--- config.mk ---
export PLATFORM = sky130hd
export DESIGN_NAME = zq_cal_pacer
export DESIGN_NICKNAME = d
export VERILOG_FILES = /design/src/rtl/zqcal_pkg.sv /design/src/rtl/zqcal_ctrl_reg.sv /design/src/rtl/zqcal_interval_timer.sv /design/src/rtl/zqcal_req_hold.sv /design/src/rtl/zq_cal_pacer.sv
export SDC_FILE = /design/constraint.sdc
export NUM_CORES = 1
export LEC_CHECK = 0
export ABC_CLOCK_PERIOD_IN_PS = 2100
export BUFFER_PORTS_ARGS = -buffer_cell sky130_fd_sc_hd__buf_2
export CAP_MARGIN = 20
export CORE_MARGIN = 2
export CORE_UTILIZATION = 50
export DETAILED_ROUTE_END_ITERATION = 6
export PLACE_DENSITY = 0.8
export SETUP_SLACK_MARGIN = 0.1
export SYNTH_ARGS = -nofsm -noshare
export SYNTH_HDL_FRONTEND = slang
export SYNTH_SLANG_ARGS = --single-unit
--- constraint.sdc ---
create_clock -name clk -period 2.1 [get_ports clk]
set_input_delay 0.21 -clock clk [delete_from_list [all_inputs] [get_ports clk]]
set_output_delay 0.21 -clock clk [all_outputs]
set_load 0.02 [all_outputs]
--- src/rtl/zqcal_pkg.sv ---
package zqcal_pkg;
   typedef enum logic {
      RD_COMB = 1'b0,
      RD_REG  = 1'b1
   } rd_mode_e;
endpackage

--- src/rtl/zqcal_ctrl_reg.sv ---
module zqcal_ctrl_reg
   import zqcal_pkg::*;
#(
   parameter int unsigned            ADDR_W     = 8,
   parameter int unsigned            DATA_W     = 32,
   parameter int unsigned            CNT_W      = 16,
   parameter logic [ADDR_W-1:0]      REG_OFFSET = 8'h2C,
   parameter rd_mode_e               RD_MODE    = RD_COMB
) (
   input  logic              clk,
   input  logic              rst_n,
   input  logic [ADDR_W-1:0] addr,
   input  logic              wr_en,
   input  logic [DATA_W-1:0] wr_data,
   input  logic              wp_en,
   output logic [DATA_W-1:0] rd_data,
   output logic [CNT_W-1:0]  field,
   output logic              load,
   output logic [CNT_W-1:0]  load_val
);
   localparam int unsigned PAD_W = DATA_W - CNT_W;

   if (CNT_W < 1 || CNT_W > DATA_W) begin : g_bad_width
      $error("zqcal_ctrl_reg: CNT_W must be 1..DATA_W");
   end
   if (REG_OFFSET[1:0] != 2'b00) begin : g_bad_offset
      $error("zqcal_ctrl_reg: REG_OFFSET must be word aligned");
   end

   logic hit;
   assign hit      = (addr == REG_OFFSET);
   assign load     = wr_en && hit && !wp_en;
   assign load_val = wr_data[CNT_W-1:0];

   if (PAD_W > 0) begin : g_pad
      logic unused_hi;
      assign unused_hi = ^wr_data[DATA_W-1:CNT_W];
   end

   always_ff @(posedge clk or negedge rst_n) begin
      if (!rst_n)
         field <= '0;
      else if (load)
         field <= load_val;
   end

   logic [DATA_W-1:0] rd_next;
   assign rd_next = hit ? DATA_W'(field) : '0;

   if (RD_MODE == RD_REG) begin : g_rd_reg
      always_ff @(posedge clk or negedge rst_n) begin
         if (!rst_n)
            rd_data <= '0;
         else
            rd_data <= rd_next;
      end
   end else begin : g_rd_comb
      assign rd_data = rd_next;
   end

   // a protected write leaves the interval untouched
   a_r3_wp_blocks: assert property (@(posedge clk) disable iff (!rst_n)
      (wr_en && wp_en) |=> $stable(field));
   // writes elsewhere do not reach the interval
   a_r2_other_addr: assert property (@(posedge clk) disable iff (!rst_n)
      (wr_en && !hit) |=> $stable(field));
endmodule

--- src/rtl/zqcal_interval_timer.sv ---
module zqcal_interval_timer #(
   parameter int unsigned CNT_W = 16
) (
   input  logic             clk,
   input  logic             rst_n,
   input  logic             tick,
   input  logic             load,
   input  logic [CNT_W-1:0] load_val,
   input  logic [CNT_W-1:0] field,
   output logic             expire
);
   localparam logic [CNT_W-1:0] ONE = CNT_W'(1);

   if (CNT_W < 1) begin : g_bad_width
      $error("zqcal_interval_timer: CNT_W must be at least 1");
   end

   logic [CNT_W-1:0] cnt;

   assign expire = tick && !load && (cnt == ONE);

   always_ff @(posedge clk or negedge rst_n) begin
      if (!rst_n)
         cnt <= '0;
      else if (load)
         cnt <= load_val;
      else if (tick && cnt != '0)
         cnt <= (cnt == ONE) ? field : cnt - ONE;
   end

   // expiry reloads the programmed interval
   a_r6_reload: assert property (@(posedge clk) disable iff (!rst_n)
      expire |=> (cnt == $past(field)));
   // no tick, no movement
   a_r10_idle_hold: assert property (@(posedge clk) disable iff (!rst_n)
      (!tick && !load) |=> $stable(cnt));
   // countdown never exceeds the programmed interval
   a_r4_bounded: assert property (@(posedge clk) disable iff (!rst_n)
      cnt <= field);
endmodule

--- src/rtl/zqcal_req_hold.sv ---
module zqcal_req_hold (
   input  logic clk,
   input  logic rst_n,
   input  logic expire,
   input  logic ack,
   output logic req
);
   always_ff @(posedge clk or negedge rst_n) begin
      if (!rst_n)
         req <= 1'b0;
      else if (expire)
         req <= 1'b1;
      else if (ack)
         req <= 1'b0;
   end

   // request held until acknowledged
   a_r5_hold: assert property (@(posedge clk) disable iff (!rst_n)
      (req && !ack) |=> req);
   // acknowledge clears the request
   a_r5_clear: assert property (@(posedge clk) disable iff (!rst_n)
      (ack && !expire) |=> !req);
   // a request only rises from a timer expiry
   a_r4_rise_cause: assert property (@(posedge clk) disable iff (!rst_n)
      $rose(req) |-> $past(expire));
endmodule

--- src/rtl/zq_cal_pacer.sv ---
module zq_cal_pacer
   import zqcal_pkg::*;
#(
   parameter int unsigned       ADDR_W     = 8,
   parameter int unsigned       DATA_W     = 32,
   parameter int unsigned       CNT_W      = 16,
   parameter logic [ADDR_W-1:0] REG_OFFSET = 8'h2C,
   parameter rd_mode_e          RD_MODE    = RD_COMB
) (
   input  logic              clk,
   input  logic              rst_n,
   input  logic [ADDR_W-1:0] reg_addr,
   input  logic              reg_wr_en,
   input  logic [DATA_W-1:0] reg_wr_data,
   output logic [DATA_W-1:0] reg_rd_data,
   input  logic              wp_en,
   input  logic              ref_tick,
   input  logic              cal_ack,
   output logic              cal_req
);
   logic [CNT_W-1:0] field;
   logic [CNT_W-1:0] load_val;
   logic             load;
   logic             expire;

   zqcal_ctrl_reg #(
      .ADDR_W(ADDR_W), .DATA_W(DATA_W), .CNT_W(CNT_W),
      .REG_OFFSET(REG_OFFSET), .RD_MODE(RD_MODE)
   ) u_reg (
      .clk(clk), .rst_n(rst_n), .addr(reg_addr), .wr_en(reg_wr_en),
      .wr_data(reg_wr_data), .wp_en(wp_en), .rd_data(reg_rd_data),
      .field(field), .load(load), .load_val(load_val)
   );

   zqcal_interval_timer #(.CNT_W(CNT_W)) u_timer (
      .clk(clk), .rst_n(rst_n), .tick(ref_tick), .load(load),
      .load_val(load_val), .field(field), .expire(expire)
   );

   zqcal_req_hold u_req (
      .clk(clk), .rst_n(rst_n), .expire(expire), .ack(cal_ack), .req(cal_req)
   );

   // zero interval never raises a request
   a_r8_zero_quiet: assert property (@(posedge clk) disable iff (!rst_n)
      (field == '0 && !cal_req) |=> !cal_req);
endmodule

# After elaboration in Yosys (flattened, before gate mapping)
# Index checks and enable logic that the tools add are counted.
# op_classes
addsub	1
mul	0
div	0
order_cmp	0
eq_ne	2
shifts	0
mux	6
bitwise_logic	0
reduce_logical	10
# op_table
cell	count
16-bit two-way mux	4
16-bit by 1-bit == test with 1-bit output, second input constant	1
16-bit nonzero test	1
16-bit by 1-bit subtractor with 16-bit output, second input constant	1
8-bit by 6-bit == test with 1-bit output, second input constant	1
1-bit logical AND	5
2-bit nonzero test	2
1-bit zero test	2
1-bit two-way mux	2
# totals
regBits	33
latch_bits	0
ram_bits	0
rom_bits	0
input_bits	46
out_inout_bits	33
word_cells	22
memories	0

# Logic depth before layout (Yosys ltp)
# Gate-level depths: netlist of run 1.
# logic_depth
depth_word	7
depth_mapped	9
mapped_depth_nobuf	7

# Cells and area by module
# Synthesis of run 1 repeated with hierarchy kept, for this count alone.
# unflattened
hier_cells	258
hier_area_um2	2469.9
# modules_own_cells
module	n_inst	cells_per_inst	area_per_inst_um2
zqcal_interval_timer	1	167	1390.1
zqcal_ctrl_reg	1	88	1043.5
zqcal_req_hold	1	3	36.3

# Least setup slack after synthesis of run 1
# OpenSTA, ideal clock, no wires.
# synth_timing
kind	flip-flop to flip-flop
start	reg u_timer.cnt[0]
end	reg u_timer.cnt[4]
setup_time_ns	0.082
t_arrival_ns	1.809
required_ns	2.018
path_slack_ns	0.209
stages_incl_launch_ff	6
path_buffers	0
synth_period_minus_slack_ns	1.891
cell_sequence	dfrtp_1 inv_1 ha_1 or3b_2 or4_1 a31oi_1
# synth_via
elab_chain_len	4
# synth_rtl
element	line	source
from (decl)	zqcal_interval_timer.sv:18	logic [CNT_W-1:0] cnt;
from (signal assigned)	zqcal_interval_timer.sv:26	cnt <= load_val;
from (signal assigned)	zqcal_interval_timer.sv:28	cnt <= (cnt == ONE) ? field : cnt - ONE;
16-bit by 1-bit subtractor with 16-bit output or 16-bit by 1-bit == test with 1-bit output (tied branches)	zqcal_interval_timer.sv:28	
16-bit two-way mux	zqcal_interval_timer.sv:28	
16-bit two-way mux	zqcal_interval_timer.sv:27	else if (tick && cnt != '0)
16-bit two-way mux	zqcal_interval_timer.sv:25	else if (load)
# Parallel ways exist; a longest one is shown, timed or not. The select of a mux whose other input is x is not followed.
# A chain may end at the register's enable or synchronous reset.

# Final worst setup path of run 1
# layout_timing
start	reg u_timer.cnt[4]
end	reg u_timer.cnt[0]
# layout_via
elab_chain_len	4
# layout_rtl
element	line
16-bit by 1-bit == test with 1-bit output	zqcal_interval_timer.sv:28
16-bit two-way mux	zqcal_interval_timer.sv:28
16-bit two-way mux	zqcal_interval_timer.sv:27
16-bit two-way mux	zqcal_interval_timer.sv:25
# Parallel ways exist; a longest one is shown, timed or not. The select of a mux whose other input is x is not followed.

==> impl_results.md, run 1 <==
- # fillers: 382
- Final setup fails: 0
- Crit path required time: 2.29 ns
- DRC Markers: 0
- Worst Clk Skew: 0.00409 ns
- Clock latency on the worst-skew pair: 0.29 ns
- Switching share of power: 0.397
- Gpl congestion: 0.921
- Core area: 4320 sq um
- Number of synthesized flops with an enable pin: 0
- Hold Violations, Final: 33
- Internal Power: 1.53 mW
- Achievable Freq: 492 MHz
- Post-route setup TNS: 0 ns
- Initial DRT Pass Iterations: 4
- Crit Path Class: reg2reg
- PwrDens: 940 nW/um^2
- Most common cell after layout, fill and taps aside: nand2_1
- Die ar.: 5010 sq um
- Post-route ant nets: 0
- Sequential share of power: 0.406
- First-pass GRT wire length: 9350 um
- Most frequent cells in the layout: nand2_1, buf_2, dfrtp_1, nor2_1, buf_4
- Avg Vias per Cell: 5.58
- # diodes: 0
- Comb pwr share: 0.400
- Minimum clock period: 2.03 ns
- CTS clk-pin slew, worst paths: 0.07 ns
- Crit path DAT: 2.22 ns
- Crit Path Max Fanout: 6
- Clk pwr share: 0.195
- DIE WIDTH: 70.8 um
- Syn_area_per_cell: 8.32 sq um
- DP HPWL: 3880 um
- Seq cells post-synth: 33
- HP Class: in2async
- Mapped Cells: 268
- RSZ-0062 raised after global routing: yes
- Max VDD drop: 455 uV
- Root Driver: clkbuf_8
- Sequential fraction of the synthesis area: 0.370
- Slew headroom: 0.502
- Total CTS buffers: 5
- Startpoint Class: flip-flop
- Port Buf Inserts: 46
- Via count: 2114
- CTS tree: built
- Cell variety after synth: 52
- Reg area: 830 sq um
- Psw: 1.01 mW
- Routed WL: 5450 um
- Max Cap Viol: 0
- Slew Viols, Final: 0
- Total gr overflow: 0
- Pleak: 1.36 nW
- Main synth FF type: dfrtp_1
- Util after Layout: 0.624
- Violation count after the first detailed-route iteration: 109
- Hold WS: -0.0199 ns
- I/O Pins: 79
- Vias in the first global route: 2065
- Cell Rows: 24
- Yosys warning count: 0
- H-tree Lvls: 2
- Layout Nets: 376
- Largest net degree at the start of global routing: 34
- Initial antenna violation count: 0
- Initial Util: 0.516
- Share of layout cells above drive strength 1: 0.306
- Slew @ Worst Pin: 0.747 ns
- Ys async rst share: 1.00
- Final Cycle Share: 0.967
- Multi-input gate area: 1290 sq um
- Gr usage total: 0.231
- DR WL/cell: 14.4 um
- Synthesized area: 2230 sq um
- Die Ht: 70.8 um
- Critical Path Sink Type: flip-flop
- Failing checks: hold timing
- Synthesis-to-finish area growth: 21.0%
- Clk buf depth: 2
- Outcome: finished, violations left
- CTS sink count: 33
-- cell usage after synthesis, types with 2 or more instances --
library cell | n | area, sq um
o41ai_1 | 3 | 26.3
o22ai_1 | 2 | 12.5
or4_4 | 2 | 22.5
buf_2 | 8 | 40.0
a2bb2oi_1 | 3 | 26.3
nor4b_1 | 2 | 17.5
o211ai_1 | 3 | 22.5
dfrtp_1 | 33 | 826
and4_1 | 3 | 26.3
clkbuf_1 | 4 | 15.0
a21oi_1 | 8 | 40.0
mux2_2 | 2 | 22.5
nor4_1 | 4 | 25.0
o21ai_0 | 4 | 20.0
nand2_1 | 56 | 210
nor3_1 | 12 | 60.1
o31ai_1 | 2 | 15.0
and3_1 | 3 | 18.8
nand3_1 | 6 | 30.0
a211oi_1 | 4 | 30.0
nand4b_1 | 2 | 17.5
nor2_1 | 23 | 86.3
or4_1 | 2 | 15.0
and2_1 | 17 | 106
nor4_4 | 2 | 42.5
inv_1 | 5 | 18.8
buf_4 | 17 | 128
a31oi_1 | 7 | 43.8
nand4_1 | 3 | 18.8
buf_6 | 2 | 22.5
ha_1 | 3 | 37.5
-- critical path: stages, from the launching register on --
cell      delay, ns
dfrtp_1        0.47
or4_4          0.55
nor4_4         0.31
and4_4         0.31
a21oi_1        0.07
o311ai_1       0.22
-- metal layers --
metal	vias up	routed length (um)	GRT usage
met3	8	360	0.0598
met2	82	2610	0.384
met5	-	0	0
met1	993	2390	0.292
li1	1031	-	-
met4	0	81	0.0839
-- cell type report --
| cell class | instances | area share |
|---|---|---|
| timing repair buffer | 68 | 0.151 |
| tap | 52 | 0.0241 |
| inverter | 5 | 0.00695 |
| sequential | 33 | 0.307 |
| clock buffer | 7 | 0.0320 |
| multi-input combinational | 214 | 0.478 |
-- state kept, by name (all words and copies together), names as in the netlist --
signal / count
u_timer.cnt: 16
u_req.req: 1
u_reg.field: 16
-- power by group through the flow --
stage / clock network, mW / logic (mW) / registers (mW)
detailed placement: 0 / 0.912 / 1.01
floorplan: 0 / 0.704 / 0.928
finish: 0.494 / 1.01 / 1.03
global route: 0.529 / 1.12 / 1.05
CTS: 0.497 / 0.929 / 1.00
global placement: 0 / 0.878 / 1.00
-- path summary, 6_finish.rpt --
| kind | startpoint | end | slack (ns) | depth (start not counted) |
|---|---|---|---|---|
| worst min-delay path | rst_n | u_reg.field[2] | -0.02 | 1 |
| min in group clk | cal_ack | u_req.req | 0.10 | 2 |
| max in group asynchronous | rst_n | u_timer.cnt[6] | 1.59 | 1 |
| worst max-delay path | u_timer.cnt[4] | u_timer.cnt[0] | 0.07 | 5 |
| worst min register to register | u_reg.field[1] | u_reg.field[1] | 0.50 | 2 |
| worst max register to register | u_timer.cnt[4] | u_timer.cnt[0] | 0.07 | 5 |
-- kinds of logic (layout without fill, tap and decap cells) --
kind of cell,Yosys count,in the layout,synth area share
buf+inv,36,80,0.100
flops,33,33,0.370
compound gates,45,45,0.139
fa+ha+maj,3,3,0.0168
other cells,1,16,0.00168
mux,2,2,0.0101
simple gates,147,147,0.358
xor+xnor,1,1,0.00393
-- per-stage QoR --
step           hold slack (ns)  worst slack (ns)  total power [mW]  area, sq um  instances
3_5_place_dp             0.322            0.0476              1.92         2540        370
2_1_floorplan          -0.0856             0.209              1.63         2290        283
5_1_grt                 0.0398           -0.0216              2.70         2700        379
3_3_place_gp             0.310             0.133              1.88         2540        370
4_1_cts                0.00615            0.0793              2.43         2630        377
6_report               -0.0199            0.0694              2.54         2700        379
-- timing repair --
item / CTS / global route
resized for setup: 1 / 15
hold buffers: 0 / 0
endpoints found under the setup margin: 4 / 16
pin swaps: 0 / 7
buffers inserted: 0 / 2
(Power assumes the default switching activity.)
==> inputs of run 2 (changes only) <==
Settings changed: CELL_PAD_IN_SITES_DETAIL_PLACEMENT set to 1, CELL_PAD_IN_SITES_GLOBAL_PLACEMENT set to 1, CORE_UTILIZATION 50 to 36, PLACE_DENSITY 0.8 to unset, PLACE_DENSITY_LB_ADDON set to 0.1.
==> run 2 against run 1 <==
Against the previous run: core utilization decreased by 15 points; via count increased by 1.7%; largest power group is now combinational cells; routed wire length increased by 20%; design area increased by 5.6%; die area increased by 37%; power increased by 5.9%; critical path depth unchanged; clock skew decreased by 0.0011 ns; the run now ends clean; combinational power increased by 17%; hold slack improved by 0.026 ns.
==> impl_results.md, run 2 (synthesis results as in run 1) <==
- Placed cell areas: 2620 sq um
- Worst Clk Skew: 0.00295 ns
- Most frequent cells in the layout: nand2_1, buf_2, dfrtp_1, buf_4, nor2_1
- Final Cycle Share: 0.952
- Delay of the slowest critical-path stage: 0.54 ns
- CP Depth: 5
- Total gr overflow: 0
- Synthesis-to-finish area growth: 27.8%
- Hold Violations, Final: 0
- Initial antenna violation count: 0
- Cell Rows: 28
- CTS sink count: 33
- First-pass GRT wire length: 10700 um
- Slew headroom: 0.466
- Post-route ant nets: 0
- PwrDens: 943 nW/um^2
- Most common cell after layout, fill and taps aside: nand2_1
- Total CTS buffers: 5
- Worst R2R Start: u_timer.cnt[7]
- Initial DRT Pass Iterations: 4
- Routed WL: 6510 um
- Layout Cells excl Fill: 411
- Minimum clock period: 2.00 ns
- DRC Markers: 0
- Port Buf Inserts: 46
- Max Cap Viol: 0
- Final setup fails: 0
- Worst Path Buf+Inv: 0
- Max VDD drop: 399 uV
- Gr usage total: 0.206
- # diodes: 0
- Crit path DAT: 2.19 ns
- Largest net degree at the start of global routing: 34
- Vias in the first global route: 2175
- Design Area, Final: 2850 sq um
- Cell family with most CP delay: simple AND/OR/NAND/NOR gates
- Root Driver: clkbuf_8
- Initial Util: 0.374
- Outcome: complete, no violations
- Share of layout cells above drive strength 1: 0.345
- Crit Path Class: reg2reg
- Die ar.: 6840 sq um
- Via count: 2150
- Biggest regs: u_reg.field: 16 flops, u_timer.cnt: 16 flops, u_req.req: 1 flops
- Slew @ Worst Pin: 0.802 ns
- H-tree Lvls: 2
- Slew Viols, Final: 0
- Pwr Total: 2.69 mW
- Layout Nets: 385
- CTS clk-pin slew, worst paths: 0.07 ns
- Clock latency on the worst-skew pair: 0.29 ns
- Critical path startpoint: u_timer.cnt[7]
- Reg2reg end: u_timer.cnt[0]
- Pleak: 1.42 nW
- CP Cell Sequence: or4_4, nor4_4, and4_4, a21oi_2, o311ai_2
- Worst path slowest cell: or4_4
- Setup slack, reg-to-reg: 0.10 ns
- I/O Pins: 79
- Setup crit end: u_timer.cnt[0]
- DP HPWL: 4550 um
- Core area: 5960 sq um
- Crit path required time: 2.30 ns
- RSZ-0062 raised after global routing: yes
- Achievable Freq: 500 MHz
- Crit Path Max Fanout: 5
- DR WL/cell: 15.8 um
- Avg Vias per Cell: 5.23
- R2R cell count: 5
- Hold-fix buffers, CTS: 0
- Critical Path Sink Type: flip-flop
- Gpl congestion: 0.828
- DIE WIDTH: 82.7 um
- Startpoint Class: flip-flop
- CTS tree: built
- Cells after DPL: 398
- Die Ht: 82.7 um
- Violation count after the first detailed-route iteration: 102
- HP Class: in2async
- Hold WS: 0.00575 ns
- Clk buf depth: 2
-- run 2: cell types whose count changed in the layout (fill, tap and decap cells not counted), sizes merged --
cell,previous run,this run
buf,68,77
-- run 2: power breakdown --
group | total (mW) | leakage, nW | switching, mW | internal (mW)
Sequential | 1.01 | 0.435 | 0.233 | 0.779
Combinational | 1.18 | 0.945 | 0.600 | 0.576
Clock | 0.501 | 0.0443 | 0.241 | 0.260
Total | 2.69 | 1.42 | 1.07 | 1.61
-- run 2: layout make-up --
cell class	count	area, sq um
Tap cell	75	93.8
Clock buffer	7	86.3
Timing Repair Buffer	77	492
Fill cell	749	3110
Inverter	5	18.8
Sequential cell	33	830
Multi-Input combinational cell	214	1330
-- run 2: layer usage --
metal / wire length [um] / track usage / up-vias
li1: - / - / 1053
met1: 3130 / 0.275 / 1043
met2: 3100 / 0.347 / 48
met3: 221 / 0.0337 / 6
met4: 68 / 0.0541 / 0
met5: 0 / 0 / -
-- run 2: stage by stage --
| stage | utilization | setup WS [ns] | TNS [ns] |
|---|---|---|---|
| floorplan | - | 0.209 | 0 |
| finish | 0.479 | 0.101 | 0 |
| global route | 0.479 | -0.00242 | -0.00242 |
| global placement | 0.439 | 0.0930 | 0 |
| CTS | 0.455 | 0.0751 | 0 |
| detailed placement | 0.439 | 0.0920 | 0 |
-- run 2: worst min path at each step --
stage,endpoint,slack [ns],cells past startpoint
after floorplan,u_reg.field[0],-0.09,0
after global placement,u_reg.field[0],0.34,1
after detailed placement,u_reg.field[0],0.35,1
after CTS,u_reg.field[0],0.04,1
after global routing,u_timer.cnt[0],0.07,1
final,u_reg.field[2],0.006,1
-- run 2: timing repair --
item,4_1_cts,5_1_grt
setup buffers,1,5
resized for setup,0,24
endpoints found under the setup margin,3,16
gates cloned,0,0
pin swaps,0,10
-- run 2: worst reg2reg max path, delay by kind of cell (launching register included) --
family | cells | cell delay, ns
simple gates | 3 | 1.14
flops | 1 | 0.45
compound gates | 2 | 0.32
==> inputs of run 3 (changes only) <==
--- a/config.mk
+++ b/config.mk
@@ -12,2 +12,3 @@
 export CELL_PAD_IN_SITES_GLOBAL_PLACEMENT = 1
+export CORE_ASPECT_RATIO = 2
 export CORE_MARGIN = 2
@@ -15,2 +16,3 @@
 export DETAILED_ROUTE_END_ITERATION = 6
+export GPL_ROUTABILITY_DRIVEN = 0
 export PLACE_DENSITY_LB_ADDON = 0.1
--- a/constraint.sdc
+++ b/constraint.sdc
@@ -3,2 +3,2 @@
 set_output_delay 0.21 -clock clk [all_outputs]
-set_load 0.02 [all_outputs]
+set_load 0.05 [all_outputs]
==> run 3 against run 2 <==
Against the previous run: sequential power barely moved; register-to-register slack got worse by 0.096 ns; fmax fell by 4.6%; power rose by 11%; clock power rose by 45%; clock skew barely moved; critical path depth did not move; hold slack barely moved; design area rose by 1.6%; critical path type unchanged.
==> impl_results.md, run 3 (synthesis results as in run 1) <==
- Minimum clock period: 2.10 ns
- Violation count after the first detailed-route iteration: 66
- Outcome: complete, no violations
- Share of layout cells above drive strength 1: 0.349
- Total gr overflow: 0
- Clock latency on the worst-skew pair: 0.28 ns
- H-tree Lvls: 2
- PwrDens: 1030 nW/um^2
- Crit Path Class: reg2reg
- Achievable Freq: 477 MHz
- Slew @ Worst Pin: 0.778 ns
- Layout Nets: 384
- DP HPWL: 4980 um
- Root Driver: clkbuf_16
- Avg Vias per Cell: 5.50
- Psw: 1.15 mW
- Final Cycle Share: 0.998
- Port Buf Inserts: 46
- Design Area, Final: 2900 sq um
- Post-route ant nets: 0
- Largest net degree at the start of global routing: 34
- Setup crit end: u_timer.cnt[0]
- Sequential share of power: 0.345
- Cell Rows: 40
- # diodes: 0
- DR WL/cell: 17.1 um
- DIE WIDTH: 59.7 um
- Most frequent cells in the layout: nand2_1, buf_2, dfrtp_1, buf_4, nor2_1
- Hold Violations, Final: 0
- CTS sink count: 33
- Max Cap Viol: 0
- HP Class: in2async
- Util after Layout: 0.482
- Final setup fails: 0
- CTS clk-pin slew, worst paths: 0.05 ns
- Pleak: 1.45 nW
- Biggest regs: u_reg.field: 16 flops, u_timer.cnt: 16 flops, u_req.req: 1 flops
- Initial DRT Pass Iterations: 4
- First-pass GRT wire length: 11000 um
- Hold-fix buffers, CTS: 0
- Placed cell areas: 2600 sq um
- Comb pwr share: 0.412
- Clk buf depth: 2
- Total CTS buffers: 5
- Clk pwr share: 0.243
- Routed WL: 6820 um
- Vias in the first global route: 2255
- Setup slack, reg-to-reg: 0.004 ns
- Synthesis-to-finish area growth: 29.9%
- Crit Path Max Fanout: 4
- Slew headroom: 0.482
- Slew Viols, Final: 0
- DRC Markers: 0
- Most common cell after layout, fill and taps aside: nand2_1
- Gr usage total: 0.214
- Reg2reg end: u_timer.cnt[0]
- I/O Pins: 79
- R2R cell count: 5
- Die ar.: 6880 sq um
- CTS tree: built
- Startpoint Class: flip-flop
- Worst R2R Start: u_timer.cnt[6]
- Initial antenna violation count: 0
- Worst Clk Skew: 0.00294 ns
- Internal Power: 1.82 mW
- Critical Path Sink Type: flip-flop
- Critical path startpoint: u_timer.cnt[6]
- # fillers: 739
- Crit path required time: 2.28 ns
- Crit path DAT: 2.27 ns
- Max VDD drop: 545 uV
- Core area: 6010 sq um
- RSZ-0062 raised after global routing: yes
- Via count: 2188
- Die Ht: 115 um
- Initial Util: 0.371
- Switching share of power: 0.388
-- run 3: power groups by stage --
stage,clock [mW],sequential [mW],combinational (mW)
after detailed placement,0,1.01,1.05
final,0.724,1.03,1.22
after CTS,0.746,1.00,1.08
after global placement,0,1.00,1.04
after global routing,0.763,1.05,1.35
after floorplan,0,0.929,0.742
-- run 3: worst max-delay path: stages, from the launching register on --
cell      delay (ns)
dfrtp_2         0.44
or4_4           0.55
nor4_4          0.36
and4_4          0.30
a21oi_2         0.06
o311ai_2        0.28
-- run 3: layout make-up --
| type | instances | area, sq um | area share |
|---|---|---|---|
| sequential | 33 | 830 | 0.286 |
| clock buffer | 7 | 143 | 0.0492 |
| tap | 63 | 78.8 | 0.0272 |
| timing repair buffer | 76 | 484 | 0.167 |
| inverter | 5 | 18.8 | 0.00648 |
| multi-input combinational | 214 | 1340 | 0.463 |
-- run 3: routing by layer --
metal | GRT usage | vias to the layer above | wire, um
li1 | - | 1048 | -
met2 | 0.371 | 42 | 3820
met3 | 0.0382 | 8 | 165
met1 | 0.240 | 1090 | 2660
met4 | 0.107 | 0 | 176
met5 | 0 | - | 0
-- run 3: worst min path at each step --
| stage | from | end | slack [ns] | depth (start not counted) |
|---|---|---|---|---|
| detailed placement | rst_n | u_reg.field[2] | 0.33 | 1 |
| floorplan | rst_n | u_reg.field[0] | -0.09 | 0 |
| global route | rst_n | u_reg.field[15] | 0.06 | 1 |
| global placement | rst_n | u_reg.field[2] | 0.34 | 1 |
| CTS | rst_n | u_reg.field[15] | 0.03 | 1 |
| finish | rst_n | u_reg.field[15] | 0.006 | 1 |
-- run 3: what timing repair did --
action	CTS	global route
buffers inserted	0	5
setup endpoints to repair	10	17
pin swaps	1	8
resized for setup	4	22
-- run 3: stage by stage --
stage / setup slack, ns / instances / TNS [ns] / hold WS, ns / power, mW
finish: 0.00416 / 398 / 0 / 0.00567 / 2.97
detailed placement: 0.0264 / 386 / 0 / 0.335 / 2.06
global placement: 0.0759 / 386 / 0 / 0.338 / 2.04
CTS: 0.0943 / 393 / 0 / 0.0337 / 2.83
global route: -0.0607 / 398 / -0.126 / 0.0636 / 3.16
floorplan: 0.209 / 283 / 0 / -0.0856 / 1.67
